`config.mk`:
```
export PLATFORM = sky130hd
export DESIGN_NAME = rxa_alloc
export DESIGN_NICKNAME = d
export VERILOG_FILES = /design/src/rtl/rxa_pkg.sv /design/src/rtl/rxa_fifo.sv /design/src/rtl/rxa_pick.sv /design/src/rtl/rxa_alloc.sv
export SDC_FILE = /design/constraint.sdc
export NUM_CORES = 2
export LEC_CHECK = 0
export BUFFER_PORTS_ARGS = -buffer_cell sky130_fd_sc_hd__buf_2
export CORE_MARGIN = 2
export CORE_UTILIZATION = 60
export CTS_BUF_LIST = sky130_fd_sc_hd__clkbuf_16
export DETAILED_ROUTE_END_ITERATION = 8
export HOLD_SLACK_MARGIN = 0.06
export MAX_ROUTING_LAYER = met4
export PLACE_DENSITY = 0.86
export REMOVE_ABC_BUFFERS = 1
export SYNTH_ARGS = -nofsm -noshare
export SYNTH_HDL_FRONTEND = slang
export SYNTH_SLANG_ARGS = --single-unit
```
`constraint.sdc`:
```
create_clock -name clk -period 7.8 [get_ports clk]
set_input_delay 0.78 -clock clk [delete_from_list [all_inputs] [get_ports clk]]
set_output_delay 0.78 -clock clk [all_outputs]
set_load 0.05 [all_outputs]
```
`src/rtl/rxa_pkg.sv`:
```
package rxa_pkg;
   typedef enum logic {
      SRC_PRIVATE = 1'b0,
      SRC_SHARED  = 1'b1
   } rxa_src_e;

   function automatic int occ_w(input int depth);
      return $clog2(depth + 1);
   endfunction
endpackage

```
`src/rtl/rxa_fifo.sv`:
```
module rxa_fifo #(
   parameter int DEPTH = 16,
   parameter int W     = 19,
   localparam int PW   = (DEPTH > 1) ? $clog2(DEPTH) : 1,
   localparam int CW   = rxa_pkg::occ_w(DEPTH)
) (
   input  logic          clk,
   input  logic          rst_n,
   input  logic          push,
   input  logic          pop,
   input  logic [W-1:0]  din,
   output logic [W-1:0]  dout,
   output logic [CW-1:0] count,
   output logic          empty,
   output logic          push_rej
);
   logic [W-1:0]  slots [DEPTH];
   logic [PW-1:0] rd_ptr, wr_ptr;
   logic          pop_ok, push_ok;

   function automatic logic [PW-1:0] step(input logic [PW-1:0] p);
      return (p == PW'(DEPTH - 1)) ? '0 : p + 1'b1;
   endfunction

   // a full pool still takes a refill when it is popped on the same edge
   assign empty    = (count == '0);
   assign pop_ok   = pop && !empty;
   assign push_ok  = push && ((count != CW'(DEPTH)) || pop_ok);
   assign push_rej = push && !push_ok;
   assign dout     = slots[rd_ptr];

   always_ff @(posedge clk) begin
      if (!rst_n) begin
         rd_ptr <= '0;
         wr_ptr <= '0;
         count  <= '0;
      end else begin
         if (pop_ok)  rd_ptr <= step(rd_ptr);
         if (push_ok) wr_ptr <= step(wr_ptr);
         count <= count + CW'(push_ok) - CW'(pop_ok);
      end
   end

   always_ff @(posedge clk) begin
      if (push_ok) slots[wr_ptr] <= din;
   end
endmodule

```
`src/rtl/rxa_pick.sv`:
```
module rxa_pick (
   input  logic req_valid,
   input  logic ded_avail,
   input  logic res_avail,
   output logic take_ded,
   output logic take_res,
   output logic drop
);
   // private pool first, shared reserve only as a fallback
   assign take_ded = req_valid && ded_avail;
   assign take_res = req_valid && !ded_avail && res_avail;
   assign drop     = req_valid && !ded_avail && !res_avail;
endmodule

```
`src/rtl/rxa_alloc.sv`:
```
module rxa_alloc #(
   parameter int NUM_Q     = 8,
   parameter int DED_DEPTH = 16,
   parameter int RES_DEPTH = 64,
   parameter int ADDR_W    = 32,
   parameter int BUF_BYTES = 8192,
   parameter int DROP_W    = 16,
   localparam int QW    = (NUM_Q > 1) ? $clog2(NUM_Q) : 1,
   localparam int DCW   = rxa_pkg::occ_w(DED_DEPTH),
   localparam int RCW   = rxa_pkg::occ_w(RES_DEPTH),
   localparam int OFS_W = $clog2(BUF_BYTES),
   localparam int TAG_W = ADDR_W - OFS_W
) (
   input  logic                    clk,
   input  logic                    rst_n,
   input  logic                    req_valid,
   input  logic [QW-1:0]           req_queue,
   input  logic                    ded_fill_valid,
   input  logic [QW-1:0]           ded_fill_queue,
   input  logic [ADDR_W-1:0]       ded_fill_addr,
   input  logic                    res_fill_valid,
   input  logic [ADDR_W-1:0]       res_fill_addr,
   input  logic [RCW-1:0]          res_low_thresh,
   output logic                    gnt_valid,
   output logic [QW-1:0]           gnt_queue,
   output logic [ADDR_W-1:0]       gnt_addr,
   output logic                    gnt_from_reserve,
   output logic                    gnt_drop,
   output logic                    ded_fill_err,
   output logic                    res_fill_err,
   output logic [NUM_Q*DCW-1:0]    ded_count,
   output logic [RCW-1:0]          res_count,
   output logic                    res_low,
   output logic [NUM_Q*DROP_W-1:0] drop_count
);
   import rxa_pkg::*;

   // elaboration-time parameter checks
   if (NUM_Q < 1 || (NUM_Q & (NUM_Q - 1)) != 0) begin : g_bad_nq
      $error("rxa_alloc: NUM_Q must be a power of two");
   end
   if (BUF_BYTES < 2 || (BUF_BYTES & (BUF_BYTES - 1)) != 0) begin : g_bad_buf
      $error("rxa_alloc: BUF_BYTES must be a power of two of at least 2");
   end
   if (TAG_W < 1) begin : g_bad_aw
      $error("rxa_alloc: ADDR_W must exceed log2(BUF_BYTES)");
   end
   if (DED_DEPTH < 1 || RES_DEPTH < 1 || DROP_W < 1) begin : g_bad_depth
      $error("rxa_alloc: depths and counter width must be positive");
   end

   logic [TAG_W-1:0] ded_dout  [NUM_Q];
   logic [DCW-1:0]   ded_cnt   [NUM_Q];
   logic [DROP_W-1:0] drops    [NUM_Q];
   logic [NUM_Q-1:0] ded_empty, ded_pop, ded_push, ded_rej;
   logic [TAG_W-1:0] res_dout;
   logic             res_empty, res_rej;
   logic             take_ded, take_res, drop_now;
   rxa_src_e         src;

   rxa_pick u_pick (
      .req_valid (req_valid),
      .ded_avail (!ded_empty[req_queue]),
      .res_avail (!res_empty),
      .take_ded  (take_ded),
      .take_res  (take_res),
      .drop      (drop_now)
   );

   for (genvar q = 0; q < NUM_Q; q++) begin : g_queue
      assign ded_pop[q]  = take_ded && (req_queue == QW'(q));
      assign ded_push[q] = ded_fill_valid && (ded_fill_queue == QW'(q));

      rxa_fifo #(.DEPTH(DED_DEPTH), .W(TAG_W)) u_ded (
         .clk      (clk),
         .rst_n    (rst_n),
         .push     (ded_push[q]),
         .pop      (ded_pop[q]),
         .din      (ded_fill_addr[ADDR_W-1:OFS_W]),
         .dout     (ded_dout[q]),
         .count    (ded_cnt[q]),
         .empty    (ded_empty[q]),
         .push_rej (ded_rej[q])
      );

      always_ff @(posedge clk) begin
         if (!rst_n)                                   drops[q] <= '0;
         else if (drop_now && req_queue == QW'(q))     drops[q] <= drops[q] + 1'b1;
      end

      assign ded_count[q*DCW +: DCW]        = ded_cnt[q];
      assign drop_count[q*DROP_W +: DROP_W] = drops[q];
   end

   rxa_fifo #(.DEPTH(RES_DEPTH), .W(TAG_W)) u_res (
      .clk      (clk),
      .rst_n    (rst_n),
      .push     (res_fill_valid),
      .pop      (take_res),
      .din      (res_fill_addr[ADDR_W-1:OFS_W]),
      .dout     (res_dout),
      .count    (res_count),
      .empty    (res_empty),
      .push_rej (res_rej)
   );

   assign src     = take_res ? SRC_SHARED : SRC_PRIVATE;
   assign res_low = (res_count < res_low_thresh);

   always_ff @(posedge clk) begin
      if (!rst_n) begin
         gnt_valid        <= 1'b0;
         gnt_queue        <= '0;
         gnt_addr         <= '0;
         gnt_from_reserve <= 1'b0;
         gnt_drop         <= 1'b0;
         ded_fill_err     <= 1'b0;
         res_fill_err     <= 1'b0;
      end else begin
         gnt_valid        <= req_valid;
         gnt_queue        <= req_queue;
         gnt_from_reserve <= (src == SRC_SHARED);
         gnt_drop         <= drop_now;
         if (take_ded)      gnt_addr <= {ded_dout[req_queue], OFS_W'(0)};
         else if (take_res) gnt_addr <= {res_dout, OFS_W'(0)};
         else               gnt_addr <= '0;
         ded_fill_err     <= |ded_rej;
         res_fill_err     <= res_rej;
      end
   end
endmodule

```
==> flow_summary.json <==
{
  "final_cell_mix": "3776 x edfxtp_1, 953 x mux4_2, 383 x clkbuf_16, 375 x nor2_1, 233 x buf_2",
  "cts.clk_slew.worst_paths_ns": 0.06,
  "dp.cells": 11100,
  "grt_use_met1_pct": 42.5,
  "synthCells": 7609,
  "grt_use_met2_pct": 53.3,
  "final.period_utilization_pct": 72.3,
  "n_fill_cell": 14300,
  "regToRegSetupSlack_ns": 2.47,
  "ys_warn_count": 0,
  "clock_skew_ns": 0.0846,
  "grt_overflow": 0,
  "synth_flop_cell": "edfxtp_1",
  "p_leak_nw": 54.0,
  "status": "finished, violations left",
  "ctsHoldBuffers": 0,
  "worstMarginPinSlew_ns": 1.55,
  "setup_violations": 0,
  "grt_pass1_wl_mm": 637,
  "fp-row-count": 186,
  "utilization_pct": 67.4,
  "core_um2": 257000,
  "fmax_mhz": 177,
  "synth_area_leaders": "edfxtp_1 73%, mux4_2 14%, dfxtp_1 2.4%",
  "ys_seq_area_share_pct": 75.5,
  "antenna_found_initial": 46,
  "synth.top_cell.area_share_pct": 73.1,
  "nets": 8261,
  "totalWireLength_mm": 468,
  "first_global_vias": 84800,
  "synth.avg_cell_area_um2": 20.4,
  "portBuffers": 258,
  "period_minus_slack_ns": 5.64,
  "die_y_um": 512,
  "hp-class": "primary input to register",
  "syn_to_final_growth_pct": 11.7,
  "cp.arrival_ns": 6.13,
  "final_common_cell": "edfxtp_1",
  "worstSkewPairLatency_ns": 0.96,
  "total_power_mw": 46.7,
  "cts_root_buf": "clkbuf_16",
  "globalRouteMet3Util_pct": 8.83,
  "vdd_ir_drop_max_mv": 0.208,
  "vias": 87500,
  "ys_ff_latch": 3964,
  "dieArea_um2": 263000,
  "boundaryPins": 298,
  "async_reset_ff_share_pct": 0,
  "layout.cells.non_filler": 11800,
  "whs_path_depth": 2,
  "rr_worst_depth": 9,
  "ctsLongestPathBuffers": 4,
  "die_w_um": 512,
  "critical_path.max_fanout": 19,
  "h-tree-depth": 5,
  "cts_sinks": 3964,
  "drv_slew": 187,
  "final_hold_viol_count": 0,
  "p_per_area_nw_per_um2": 270,
  "cap_viol_max_count": 2,
  "synth_cell_type_count": 80,
  "ctsResizeCount": 0,
  "synth_edf_count": 3776,
  "track_usage_pct": 35.2,
  "slew_headroom_pct": -3.10,
  "ant_nets": 0,
  "layout-drive-gt1-share_pct": 25.0,
  "busiest_layer": "met2",
  "route.detailed.drc": 0,
  "placed_cell_area_um2": 161000,
  "crit_type": "primary input to register",
  "gp_congestion": 0.913,
  "netlist_area_um2": 155000,
  "setup_tns_ns": 0,
  "yosysTopAreaCell": "edfxtp_1",
  "cts_tree": "yes",
  "cp.required_ns": 8.29,
  "drtPass1Iterations": 9,
  "post_drt_wl_per_cell_um": 39.6,
  "postCtsSetupBuffers": 0,
  "rsz0062_at_grt": "no",
  "dpl.hpwl_mm": 238,
  "design_area_um2": 173000,
  "first_iter_violations": 18500,
  "critPathLaunchType": "primary input",
  "grt_max_degree": 153,
  "vias_per_cell": 7.40,
  "violations": "max-capacitance violations, max-slew violations",
  "cts_buffers": 376,
  "start_util_pct": 60.4,
  "critPathCaptureType": "register"
}
==> layer usage <==
metal  wire length (um)  part of all wire [%]
met1             139000                    30
met4              42500                   9.1
met3              67000                    14
met5                  0                     0
met2             219000                    47
==> cell type report <==
type | count | area, um2 | area share, %
clock buffers | 383 | 9580 | 5.54
well taps | 3384 | 4230 | 2.45
inverters | 102 | 388 | 0.224
repair buffers | 464 | 2950 | 1.70
clock inverters | 303 | 2360 | 1.37
multi-input cells | 3153 | 36300 | 20.9
diodes | 60 | 150 | 0.0867
flip-flops and latches | 3964 | 117000 | 67.7
==> power by group <==
group | switching [mW] | internal, mW
logic | 3.02 | 1.50
registers | 0.268 | 23.5
clock network | 8.40 | 10.0
==> critical path, cell delays in order <==
cell     delay [ns]
buf_2          0.33
or2_0          1.20
o22ai_2        0.39
or3_4          0.52
a21oi_4        0.42
nor2_2         0.26
or4_1          1.01
nor2_2         1.18
==> registers in the layout, summed over array words and instances (netlist names), named ones only <==
| register | count |
|---|---|
| gnt_queue | 3 |
| g_queue.u_ded.wr_ptr | 32 |
| gnt_addr | 19 |
| u_res.slots | 1216 |
| u_res.count | 7 |
| u_res.wr_ptr | 6 |
| gnt_drop | 1 |
| g_queue.u_ded.slots | 2432 |
| ded_fill_err | 1 |
| drops | 128 |
| gnt_valid | 1 |
| u_res.rd_ptr | 6 |
| g_queue.u_ded.count | 40 |
| res_fill_err | 1 |
| g_queue.u_ded.rd_ptr | 32 |
| gnt_from_reserve | 1 |
==> Yosys cell counts (45+ instances only) <==
cell type,number
nand3_1,61
a22oi_1,112
nor3_1,58
edfxtp_1,3776
a211oi_1,72
clkbuf_1,231
a21oi_1,176
nor2b_1,64
ha_1,109
nor2_1,442
and3_1,53
nand2_1,197
buf_2,88
inv_1,102
xor2_1,96
xnor2_1,61
buf_1,66
o21ai_0,75
nand2b_1,45
mux4_2,953
mux2i_1,222
dfxtp_1,188
==> per-stage QoR <==
step                      setup slack [ns]  hold slack [ns]
after floorplan                      -6.27            0.464
after global placement                1.89            0.486
after detailed placement              1.74            0.514
after CTS                             2.52            0.147
after global routing                  2.48            0.168
final                                 2.16            0.159
==> worst paths after layout <==
kind / to / from
worst max-delay path: u_res.slots[34][5] / req_queue[0]
worst min register to register: g_queue[4].u_ded.rd_ptr[3] / g_queue[4].u_ded.rd_ptr[3]
worst max register to register: u_res.slots[34][5] / g_queue[0].u_ded.count[3]
worst min-delay path: ded_fill_err / ded_fill_valid
==> kinds of logic after synthesis <==
family / after synthesis / share of synthesized area (%)
DFF: 3964 / 75.5
and+or+nand+nor: 1073 / 3.28
other: 1 / 0.00242
xor gates and xnor gates: 157 / 0.887
AOI/OAI and AO/OA: 609 / 2.63
muxes: 1183 / 15.3
buffers and inverters: 504 / 1.34
adders and majority gates: 118 / 0.996
Note: power is estimated with default switching activity, not from simulation.
